## src/rtl/sar_pkg.sv

```systemverilog
// Package: shared encodings for the converter sequencer.
// Assumes: users import it before any sequencer module is compiled.
package sar_pkg;

    // Conversion state of the successive-approximation engine
    typedef enum logic [1:0] {
        S_IDLE = 2'd0,
        S_SAMP = 2'd1,
        S_BITS = 2'd2
    } conv_state_t;

    // Edge-start source select encoding
    typedef enum logic [1:0] {
        TRG_NONE = 2'd0,
        TRG_PIN  = 2'd1,
        TRG_TMR  = 2'd2,
        TRG_RSVD = 2'd3
    } trig_src_t;

endpackage

```

## src/rtl/sar_clk_div.sv

```systemverilog
// Module: conversion-clock enable generator.
// Produces a one-cycle tick every DIV+1 system cycles; held off in power-down.
// Assumes: the divider value is static during a conversion.
module sar_clk_div #(
    parameter int DIV_W = 8
) (
    input  logic             clk,
    input  logic             rst_n,
    input  logic             pwr_dn,
    input  logic [DIV_W-1:0] div,
    output logic             tick
);

    logic [DIV_W-1:0] cnt_q;

    // Free-running period counter, restarted on terminal count or power-down
    always_ff @(posedge clk) begin
        if (!rst_n) begin
            cnt_q <= '0;
        end else if (pwr_dn || cnt_q >= div) begin
            cnt_q <= '0;
        end else begin
            cnt_q <= cnt_q + 1'b1;
        end
    end

    // Tick marks the last system cycle of each conversion-clock period
    always_comb begin
        tick = !pwr_dn && (cnt_q >= div);
    end

endmodule

```

## src/rtl/sar_trig_sync.sv

```systemverilog
// Module: edge-start detector.
// Synchronises the pin and the timer-match source through two flops each,
// keeps one more stage for history and flags the selected edge of the
// selected source. Assumes the inputs may be asynchronous to clk.
module sar_trig_sync
    import sar_pkg::*;
(
    input  logic       clk,
    input  logic       rst_n,
    input  logic       pin,
    input  logic       tmr,
    input  logic [1:0] sel,
    input  logic       fall,
    output logic       evt
);

    localparam int NSRC = 2;

    logic [NSRC-1:0] raw;
    logic [NSRC-1:0] s1_q, s2_q, s3_q;
    logic            cur, prev;

    assign raw = {tmr, pin};

    // Two-stage synchroniser plus one history stage per source
    always_ff @(posedge clk) begin
        if (!rst_n) begin
            s1_q <= '0;
            s2_q <= '0;
            s3_q <= '0;
        end else begin
            s1_q <= raw;
            s2_q <= s1_q;
            s3_q <= s2_q;
        end
    end

    // Current and previous level of the chosen source, then edge match
    always_comb begin
        cur  = 1'b0;
        prev = 1'b0;
        case (trig_src_t'(sel))
            TRG_PIN: begin cur = s2_q[0]; prev = s3_q[0]; end
            TRG_TMR: begin cur = s2_q[1]; prev = s3_q[1]; end
            default: begin cur = 1'b0;    prev = 1'b0;    end
        endcase
        evt = fall ? (prev && !cur) : (cur && !prev);
    end

endmodule

```

## src/rtl/sar_engine.sv

```systemverilog
// Module: successive-approximation control engine.
// Chooses the channel, runs one sample period and RES bit-decision periods
// per conversion, MSB first, and emits a write strobe with the final code.
// Assumes: tick is a one-cycle enable; cmp_in is valid for the whole period
// in which dac_code is presented.
module sar_engine
    import sar_pkg::*;
#(
    parameter int NCH = 8,
    parameter int RES = 10,
    parameter int CW  = $clog2(NCH)
) (
    input  logic           clk,
    input  logic           rst_n,
    input  logic           pwr_dn,
    input  logic           tick,
    input  logic           start_req,
    input  logic           burst_en,
    input  logic [NCH-1:0] ch_mask,
    input  logic           cmp_in,
    output logic           busy,
    output logic           sample,
    output logic [CW-1:0]  ana_ch,
    output logic [RES-1:0] dac_code,
    output logic           wr_en,
    output logic [CW-1:0]  wr_ch,
    output logic [RES-1:0] wr_data
);

    localparam int BW = $clog2(RES);

    conv_state_t    state_q;
    logic [CW-1:0]  ch_q;
    logic [RES-1:0] code_q;
    logic [BW-1:0]  bit_q;
    logic           pend_q;
    logic [RES-1:0] trial_bit;
    logic [RES-1:0] decided;

    // Lowest enabled channel in the mask (0 when the mask is empty)
    function automatic logic [CW-1:0] first_ch(input logic [NCH-1:0] m);
        logic [CW-1:0] r;
        r = '0;
        for (int i = NCH - 1; i >= 0; i--) begin
            if (m[i]) r = CW'(i);
        end
        return r;
    endfunction

    // Next enabled channel above cur, wrapping to the lowest enabled one
    function automatic logic [CW-1:0] next_ch(input logic [NCH-1:0] m,
                                              input logic [CW-1:0]  cur);
        logic [CW-1:0] r;
        r = first_ch(m);
        for (int i = NCH - 1; i >= 0; i--) begin
            if (m[i] && (i > int'(cur))) r = CW'(i);
        end
        return r;
    endfunction

    // Apply the comparator decision to the bit under trial
    always_comb begin
        trial_bit = RES'(1) << bit_q;
        decided   = cmp_in ? code_q : (code_q & ~trial_bit);
    end

    // Conversion sequencing: idle -> sample -> RES decisions -> idle/next
    always_ff @(posedge clk) begin
        if (!rst_n) begin
            state_q <= S_IDLE;
            ch_q    <= '0;
            code_q  <= '0;
            bit_q   <= '0;
            pend_q  <= 1'b0;
        end else if (pwr_dn) begin
            state_q <= S_IDLE;
            ch_q    <= '0;
            code_q  <= '0;
            bit_q   <= '0;
            pend_q  <= 1'b0;
        end else begin
            if (start_req && state_q == S_IDLE) pend_q <= 1'b1;
            case (state_q)
                S_IDLE: begin
                    if (tick && (pend_q || burst_en)) begin
                        pend_q <= 1'b0;
                        if (|ch_mask) begin
                            state_q <= S_SAMP;
                            ch_q    <= first_ch(ch_mask);
                            code_q  <= '0;
                        end
                    end
                end
                S_SAMP: begin
                    if (tick) begin
                        state_q <= S_BITS;
                        bit_q   <= BW'(RES - 1);
                        code_q  <= RES'(1) << (RES - 1);
                    end
                end
                S_BITS: begin
                    if (tick) begin
                        if (bit_q == '0) begin
                            code_q <= '0;
                            if (burst_en && |ch_mask) begin
                                state_q <= S_SAMP;
                                ch_q    <= next_ch(ch_mask, ch_q);
                            end else begin
                                state_q <= S_IDLE;
                            end
                        end else begin
                            code_q <= decided | (RES'(1) << (bit_q - 1'b1));
                            bit_q  <= bit_q - 1'b1;
                        end
                    end
                end
                default: state_q <= S_IDLE;
            endcase
        end
    end

    // Analog-side outputs and the result write strobe
    always_comb begin
        busy     = (state_q != S_IDLE);
        sample   = (state_q == S_SAMP);
        ana_ch   = ch_q;
        dac_code = (state_q == S_BITS) ? code_q : '0;
        wr_en    = !pwr_dn && tick && (state_q == S_BITS) && (bit_q == '0);
        wr_ch    = ch_q;
        wr_data  = decided;
    end

endmodule

```

## src/rtl/sar_result_bank.sv

```systemverilog
// Module: per-channel result registers with done and overrun flags.
// A write sets done and raises overrun if done was still set; a read clears
// both. A read in the same cycle as a write to that channel counts as first.
// Assumes: at most one write and one read per cycle.
module sar_result_bank #(
    parameter int NCH = 8,
    parameter int RES = 10,
    parameter int CW  = $clog2(NCH)
) (
    input  logic           clk,
    input  logic           rst_n,
    input  logic           wr_en,
    input  logic [CW-1:0]  wr_ch,
    input  logic [RES-1:0] wr_data,
    input  logic           rd_en,
    input  logic [CW-1:0]  rd_ch,
    output logic [RES-1:0] rd_data,
    output logic           rd_done,
    output logic           rd_ovr,
    output logic [NCH-1:0] done_vec
);

    logic [NCH*RES-1:0] data_flat;
    logic [NCH-1:0]     ovr_vec;

    for (genvar g = 0; g < NCH; g++) begin : g_chan
        logic [RES-1:0] data_q;
        logic           done_q;
        logic           ovr_q;
        logic           hit_w;
        logic           hit_r;

        assign hit_w = wr_en && (wr_ch == CW'(g));
        assign hit_r = rd_en && (rd_ch == CW'(g));

        // Channel register update: write wins over read-clear
        always_ff @(posedge clk) begin
            if (!rst_n) begin
                data_q <= '0;
                done_q <= 1'b0;
                ovr_q  <= 1'b0;
            end else if (hit_w) begin
                data_q <= wr_data;
                done_q <= 1'b1;
                ovr_q  <= (done_q || ovr_q) && !hit_r;
            end else if (hit_r) begin
                done_q <= 1'b0;
                ovr_q  <= 1'b0;
            end
        end

        assign data_flat[g*RES +: RES] = data_q;
        assign done_vec[g]             = done_q;
        assign ovr_vec[g]              = ovr_q;
    end

    // Read-side multiplexer
    always_comb begin
        rd_data = data_flat[rd_ch*RES +: RES];
        rd_done = done_vec[rd_ch];
        rd_ovr  = ovr_vec[rd_ch];
    end

endmodule

```

## src/rtl/sar_adc_seq.sv

```systemverilog
// Module: multi-channel successive-approximation converter sequencer (top).
// Joins the conversion-clock divider, edge-start detector, conversion engine
// and result bank, and forms the interrupt line.
// Assumes: analog comparator, sample-and-hold and DAC are external.
module sar_adc_seq #(
    parameter  int NCH   = 8,
    parameter  int RES   = 10,
    parameter  int DIV_W = 8,
    localparam int CW    = $clog2(NCH)
) (
    input  logic             clk,
    input  logic             rst_n,
    input  logic             pwr_dn,
    input  logic [DIV_W-1:0] clk_div,
    input  logic             start_sw,
    input  logic             burst_en,
    input  logic [NCH-1:0]   ch_mask,
    input  logic [1:0]       trig_sel,
    input  logic             trig_fall,
    input  logic             trig_pin,
    input  logic             tmr_match,
    input  logic [NCH-1:0]   int_en,
    input  logic             rd_en,
    input  logic [CW-1:0]    rd_ch,
    output logic [RES-1:0]   rd_data,
    output logic             rd_done,
    output logic             rd_ovr,
    output logic             irq,
    output logic             busy,
    output logic [CW-1:0]    ana_ch,
    output logic [RES-1:0]   dac_code,
    output logic             sample,
    input  logic             cmp_in
);

    logic           tick;
    logic           trig_evt;
    logic           start_req;
    logic           wr_en;
    logic [CW-1:0]  wr_ch;
    logic [RES-1:0] wr_data;
    logic [NCH-1:0] done_vec;

    assign start_req = start_sw || trig_evt;

    sar_clk_div #(.DIV_W(DIV_W)) u_div (
        .clk    (clk),
        .rst_n  (rst_n),
        .pwr_dn (pwr_dn),
        .div    (clk_div),
        .tick   (tick)
    );

    sar_trig_sync u_trig (
        .clk   (clk),
        .rst_n (rst_n),
        .pin   (trig_pin),
        .tmr   (tmr_match),
        .sel   (trig_sel),
        .fall  (trig_fall),
        .evt   (trig_evt)
    );

    sar_engine #(.NCH(NCH), .RES(RES), .CW(CW)) u_eng (
        .clk       (clk),
        .rst_n     (rst_n),
        .pwr_dn    (pwr_dn),
        .tick      (tick),
        .start_req (start_req),
        .burst_en  (burst_en),
        .ch_mask   (ch_mask),
        .cmp_in    (cmp_in),
        .busy      (busy),
        .sample    (sample),
        .ana_ch    (ana_ch),
        .dac_code  (dac_code),
        .wr_en     (wr_en),
        .wr_ch     (wr_ch),
        .wr_data   (wr_data)
    );

    sar_result_bank #(.NCH(NCH), .RES(RES), .CW(CW)) u_bank (
        .clk      (clk),
        .rst_n    (rst_n),
        .wr_en    (wr_en),
        .wr_ch    (wr_ch),
        .wr_data  (wr_data),
        .rd_en    (rd_en),
        .rd_ch    (rd_ch),
        .rd_data  (rd_data),
        .rd_done  (rd_done),
        .rd_ovr   (rd_ovr),
        .done_vec (done_vec)
    );

    // Interrupt: any enabled channel holding an unread result
    always_comb begin
        irq = |(done_vec & int_en);
    end

endmodule

```

## config.mk

```make
export PLATFORM = sky130hd
export DESIGN_NAME = sar_adc_seq
export DESIGN_NICKNAME = d
export VERILOG_FILES = /design/src/rtl/sar_pkg.sv /design/src/rtl/sar_clk_div.sv /design/src/rtl/sar_trig_sync.sv /design/src/rtl/sar_engine.sv /design/src/rtl/sar_result_bank.sv /design/src/rtl/sar_adc_seq.sv
export SDC_FILE = /design/constraint.sdc
export NUM_CORES = 1
export LEC_CHECK = 0
export ABC_AREA = 1
export BUFFER_PORTS_ARGS = -buffer_cell sky130_fd_sc_hd__buf_2
export CAP_MARGIN = 10
export CORE_AREA = 2 2 105 147
export CTS_CLUSTER_DIAMETER = 150
export DETAILED_ROUTE_END_ITERATION = 10
export DIE_AREA = 0 0 107 149
export HOLD_SLACK_MARGIN = 0.05
export PLACE_DENSITY = 0.74
export SLEW_MARGIN = 20
export SYNTH_ARGS = -nofsm -noshare
export SYNTH_HDL_FRONTEND = slang
export SYNTH_SLANG_ARGS = --single-unit
```

## constraint.sdc

```tcl
create_clock -name clk -period 2.9 [get_ports clk]
set_input_delay 0.58 -clock clk [delete_from_list [all_inputs] [get_ports clk]]
set_output_delay 0.58 -clock clk [all_outputs]
set_load 0.05 [all_outputs]
```

# --- After elaboration in Yosys (flattened, before gate mapping) ---
# Cells that the tools add are included.
totals:
  ff_bits: 130
  input_bits: 39
  output_inout_bits: 28
  word_cells: 238
classes:
  n_addsub: 2
  n_mul: 1
  magnitude_cmp: 9
  n_eq_ne: 25
  n_shift: 3
  n_mux: 74
  n_bitwise: 5
  reduce_logical: 86
ops:
  columns: ["operator", "count"]
  rows:
  - ["80-bit by 8-bit indexed part select with 10-bit output", 1]
  - ["10-bit two-way mux", 7]
  - ["3-bit two-way mux", 20]
  - ["1-bit logical AND", 40]
  - ["1-bit two-way mux", 31]
  - ["10-bit case mux with 3 select lines", 1]
  - ["3-bit == test (second input constant)", 8]
  - ["2-bit nonzero test", 11]
  - ["1-bit by 4-bit left shift with 10-bit output (first input constant)", 2]
  - ["8-bit OR reduction", 2]
  - ["3-bit by 2-bit == test with 1-bit output (second input constant)", 4]
  - ["3-bit greater-than comparator (first input constant)", 4]
  - ["4-bit two-way mux", 3]
  - ["1-bit logical NOT", 11]
  - ["1-bit logical OR", 11]
  - ["10-bit bitwise AND", 1]
  - ["2-bit two-way mux", 5]
  - ["10-bit NOT", 1]
  - ["10-bit bitwise OR", 1]
  - ["5-bit AND reduction", 2]
  - ["8-bit by 1-bit adder with 8-bit output (second input constant)", 1]
  - ["8-bit bitwise AND", 1]
  - ["8-bit >= comparator", 1]
  - ["2-bit != test (second input constant)", 4]
  - ["22 further kinds", 32]

# --- Longest topological paths before layout ---
depth:
  depth_word: 19
  depth_mapped: 16
  ltp_nobuf: 15

# --- Cells and area by module ---
# Synthesis repeated with hierarchy kept, for this count alone.
hier_totals:
  cells_unflattened: 1120
  hier_area_um2: 7064.3
by_module_without_submodules:
  columns: ["mod", "instances", "cells_each", "area_per_inst_um2", "seq_area_each_um2"]
  rows:
  - ["sar_result_bank", 1, 732, 4613.2, 1921.8]
  - ["sar_engine", 1, 258, 1571.5, 400.4]
  - ["sar_clk_div", 1, 79, 569.3, 160.2]
  - ["sar_trig_sync", 1, 35, 247.7, 120.1]
  - ["sar_adc_seq", 1, 16, 62.6, 0.0]

# --- Least setup slack after synthesis ---
# No wires, ideal clock.
synth_path:
  kind: "input to output"
  startpoint: "input rd_ch[0]"
  endpoint: "output rd_data[2]"
  arrival_ns: 2.386
  t_required_ns: 2.320
  slack_ns: -0.066
  path_stages: 4
  path_buffers: 1
  cell_sequence: "nor2_1 -> clkbuf_1 -> a221oi_1 -> o21ai_0"
synth_between:
  elab_chain_len: 2
synth_lines:
  columns: ["item", "line", "rtl"]
  rows:
  - ["from (decl)", "sar_adc_seq.sv:24", "input logic [CW-1:0] rd_ch,"]
  - ["3-bit by 3-bit multiplier with 6-bit output", "sar_result_bank.sv:59", "rd_data = data_flat[rd_ch*RES +: RES];"]
  - ["80-bit by 8-bit indexed part select with 10-bit output", "sar_result_bank.sv:59", null]
  - ["to (decl)", "sar_adc_seq.sv:25", "output logic [RES-1:0] rd_data,"]
# No other way between the ends.

# --- Worst setup path after layout ---
layout_path:
  startpoint: "register u_eng.state_q[0]"
  endpoint: "output dac_code[0]"
layout_between:
  elab_chain_len: 2
layout_lines:
  columns: ["item", "line", "rtl"]
  rows:
  - ["from (decl)", "sar_engine.sv:32", "conv_state_t state_q;"]
  - ["from (signal assigned)", "sar_engine.sv:70", "state_q <= S_IDLE;"]
  - ["from (signal assigned)", "sar_engine.sv:76", "state_q <= S_IDLE;"]
  - ["from (signal assigned)", "sar_engine.sv:88", "state_q <= S_SAMP;"]
  - ["2-bit == test", "sar_engine.sv:127", "dac_code = (state_q == S_BITS) ? code_q : '0;"]
  - ["10-bit two-way mux", "sar_engine.sv:127", null]
  - ["to (decl)", "sar_adc_seq.sv:31", "output logic [RES-1:0] dac_code,"]
# No other way between the ends.

==> results.txt <==
final non-filler cell total: 1219
DP Wirelength: 12.3 mm
post-CTS sizing: 0
core area: 0.0148 sq mm
Synth area leaders: dfxtp_1, nand2_1, a21oi_1, inv_1, nor2_1
outcome: completed
Post-Syn Area: 0.00647 sq mm
Die Y: 149 microns
Total Routed Length: 17.4 mm
P_leak: 3.29 nW
clock root cell: clkbuf_16
Antenna Cells: 0
worst r2r src: u_eng.state_q[0]
clk sinks: 130
filler cell count: 1415
die area: 0.0159 sq mm
CTS H-tree depth: 4
placement row count: 53
post-route ant nets: 0
layout cells sized above 1: 14.1%
max cap viols: 0
global-route wire length before repair: 29.2 mm
arrival time at the worst endpoint: 1.97 ns
Final Hold Viols: 0
Max-slew headroom: 34.9%
Clock Latency Late Sink: 0.41 ns
WS Path Type: flop to output pin
startpoint types: flop
DR vias: 6357
setup TNS: 0 ns
I/O pin cnt: 67
vias in the first global route: 6134
Critical Path End Type: output pin
Worst Skew: 0.00680 ns
CTS tree: yes
1st-iter DRT viols: 419
Synth area leader: dfxtp_1
Power Total: 4.29 mW
Post-route DRC: 0
postcts setup bufs: 0
worst setup path end: dac_code[0]
syn nets: 1006
post-synth top area share: 40.2%
largest net degree at the start of global routing: 79
Inst Count DP: 1187
R2R setup slack: 0.53 ns
all-layer global routing usage: 23.0%
CP Launch Point: u_eng.state_q[0]
grt ovf: 0
Yosys Warn Count: 0
Final Max Slew Viols: 0
hold_buf cts: 0
P per Cell Area: 557 mW/mm^2
Critical Path Fanout Max: 18
worst setup margin: 0.353 ns
Max IR drop VDD: 0.379 mV
nets@finish: 1074
post-place setup slack: 0.284 ns
Wirelength per Cell: 14.3 microns
Initial Util: 43.8%
CP Data Required Time: 2.32 ns
Hold Slack: 0.347 ns
register area share after synthesis: 40.2%
min cycle time layout: 2.55 ns
clk slew on worst S/H paths: 0.06 ns
area grow syn2layout: 18.9%
register bit total from synthesis: 130
R2R depth: 10
fin crit share: 87.8%
Yosys cell types: 43
clock buffer depth: 2
CTS Buf Count: 17
syn avg cell area: 6.84 sq um
vias per inst: 5.21
# setup viols final: 0
# port buffers: 66
drt pass-1 iters: 5
initial antenna violation count: 0
RSZ-0062 raised after global routing: no
Worst Tran Pin Value: 0.971 ns
RR Endpoint: u_eng.code_q[2]
Post-Synthesis Cells: 946
Die Wd: 107 microns
Worst Hold Class: primary input to flop
GPL Wtd Cong: 0.931
FMAX: 0.393 GHz
[cell usage in the layout, fill, tap and decap left out, types with 6 or more instances in the layout]
| master | n |
|---|---|
| nand2_1 | 289 |
| dfxtp_1 | 130 |
| inv_1 | 96 |
| nor2_1 | 90 |
| a21oi_1 | 83 |
| buf_2 | 66 |
| o21ai_0 | 56 |
| nand3_1 | 26 |
| ha_1 | 21 |
| a31oi_1 | 20 |
| a22oi_1 | 19 |
| clkbuf_16 | 17 |
| buf_4 | 17 |
| nand4_1 | 12 |
| a221oi_1 | 6 |
| o21ai_1 | 6 |
| inv_2 | 6 |
[through the flow]
step                util [%]  instance area (sq um)
floorplan                  -                   6470
global route            52.1                   7700
global placement        47.8                   7070
CTS                     52.1                   7700
finish                  52.1                   7700
detailed placement      47.8                   7070
[cell usage after synthesis, drive strengths merged]
cell type / number
a22oi: 19
a21oi: 83
ha: 21
a22o: 2
nand4: 13
o21bai: 1
o21a: 2
xor2: 5
xnor2: 2
a211oi: 2
o22ai: 1
a221oi: 6
buf: 14
or2: 3
nor3: 5
nand2: 294
dfxtp: 130
inv: 102
o211ai: 1
a32oi: 2
clkbuf: 24
nor2: 94
o21ai: 63
a31oi: 20
nand3: 31
clkinv: 6
[how the worst min path moves through the flow]
stage / start / end / slack [ns] / depth (start not counted)
global placement: u_trig.s1_q[1] / u_trig.s2_q[1] / 0.40 / 2
floorplan: u_trig.s1_q[0] / u_trig.s2_q[0] / 0.39 / 2
CTS: trig_pin / u_trig.s1_q[0] / 0.34 / 3
finish: trig_pin / u_trig.s1_q[0] / 0.35 / 3
global route: trig_pin / u_trig.s1_q[0] / 0.36 / 3
detailed placement: u_trig.s1_q[1] / u_trig.s2_q[1] / 0.40 / 2
[cells by family (layout without fill, tap and decap cells)]
kind of cell | Yosys count | in the layout | share of synthesized area, %
simple gates | 440 | 440 | 27.9
xor+xnor | 7 | 7 | 1.06
compound gates | 202 | 202 | 17.6
fa+ha+maj | 21 | 21 | 4.06
buf+inv | 146 | 227 | 9.12
flops | 130 | 130 | 40.2
[final cells by class]
cell class / instances / area [sq um] / area share, %
Timing Repair Buffer: 87 / 538 / 6.99
Tap cell: 192 / 240 / 3.12
Multi-Input combinational cell: 670 / 3280 / 42.6
Clock inverter: 10 / 155 / 2.01
Clock buffer: 22 / 474 / 6.16
Sequential cell: 130 / 2600 / 33.8
Inverter: 108 / 409 / 5.31
[metal layers]
layer	global-route usage [%]	share of wire [%]
met1	26.2	41
met2	42.4	53
met3	4.15	4.3
met4	8.38	2.3
met5	0	0
[flip-flops by register name (all words and copies together), names as in the netlist]
signal                flops
u_bank.g_chan.ovr_q       8
u_trig.s1_q               2
u_eng.ana_ch              3
u_eng.code_q             10
u_eng.bit_q               4
u_bank.g_chan.data_q     80
u_trig.s2_q               2
u_eng.pend_q              1
u_div.cnt_q               8
u_eng.state_q             2
u_bank.g_chan.done_q      8
u_trig.s3_q               2
[power breakdown]
part / total, mW / internal, mW / switching (mW) / leakage, nW
Sequential: 1.80 / 1.79 / 0.00406 / 1.05
Combinational: 0.219 / 0.0682 / 0.151 / 1.93
Clock: 2.27 / 1.50 / 0.773 / 0.306
[critical path: stages, from the launching register on]
cell and delay, ns:
dfxtp_1 0.34, inv_1 0.09, ha_1 0.64, nand2_1 0.15, inv_1 0.08, buf_2 0.25
Power figures use the tool's default switching activity.
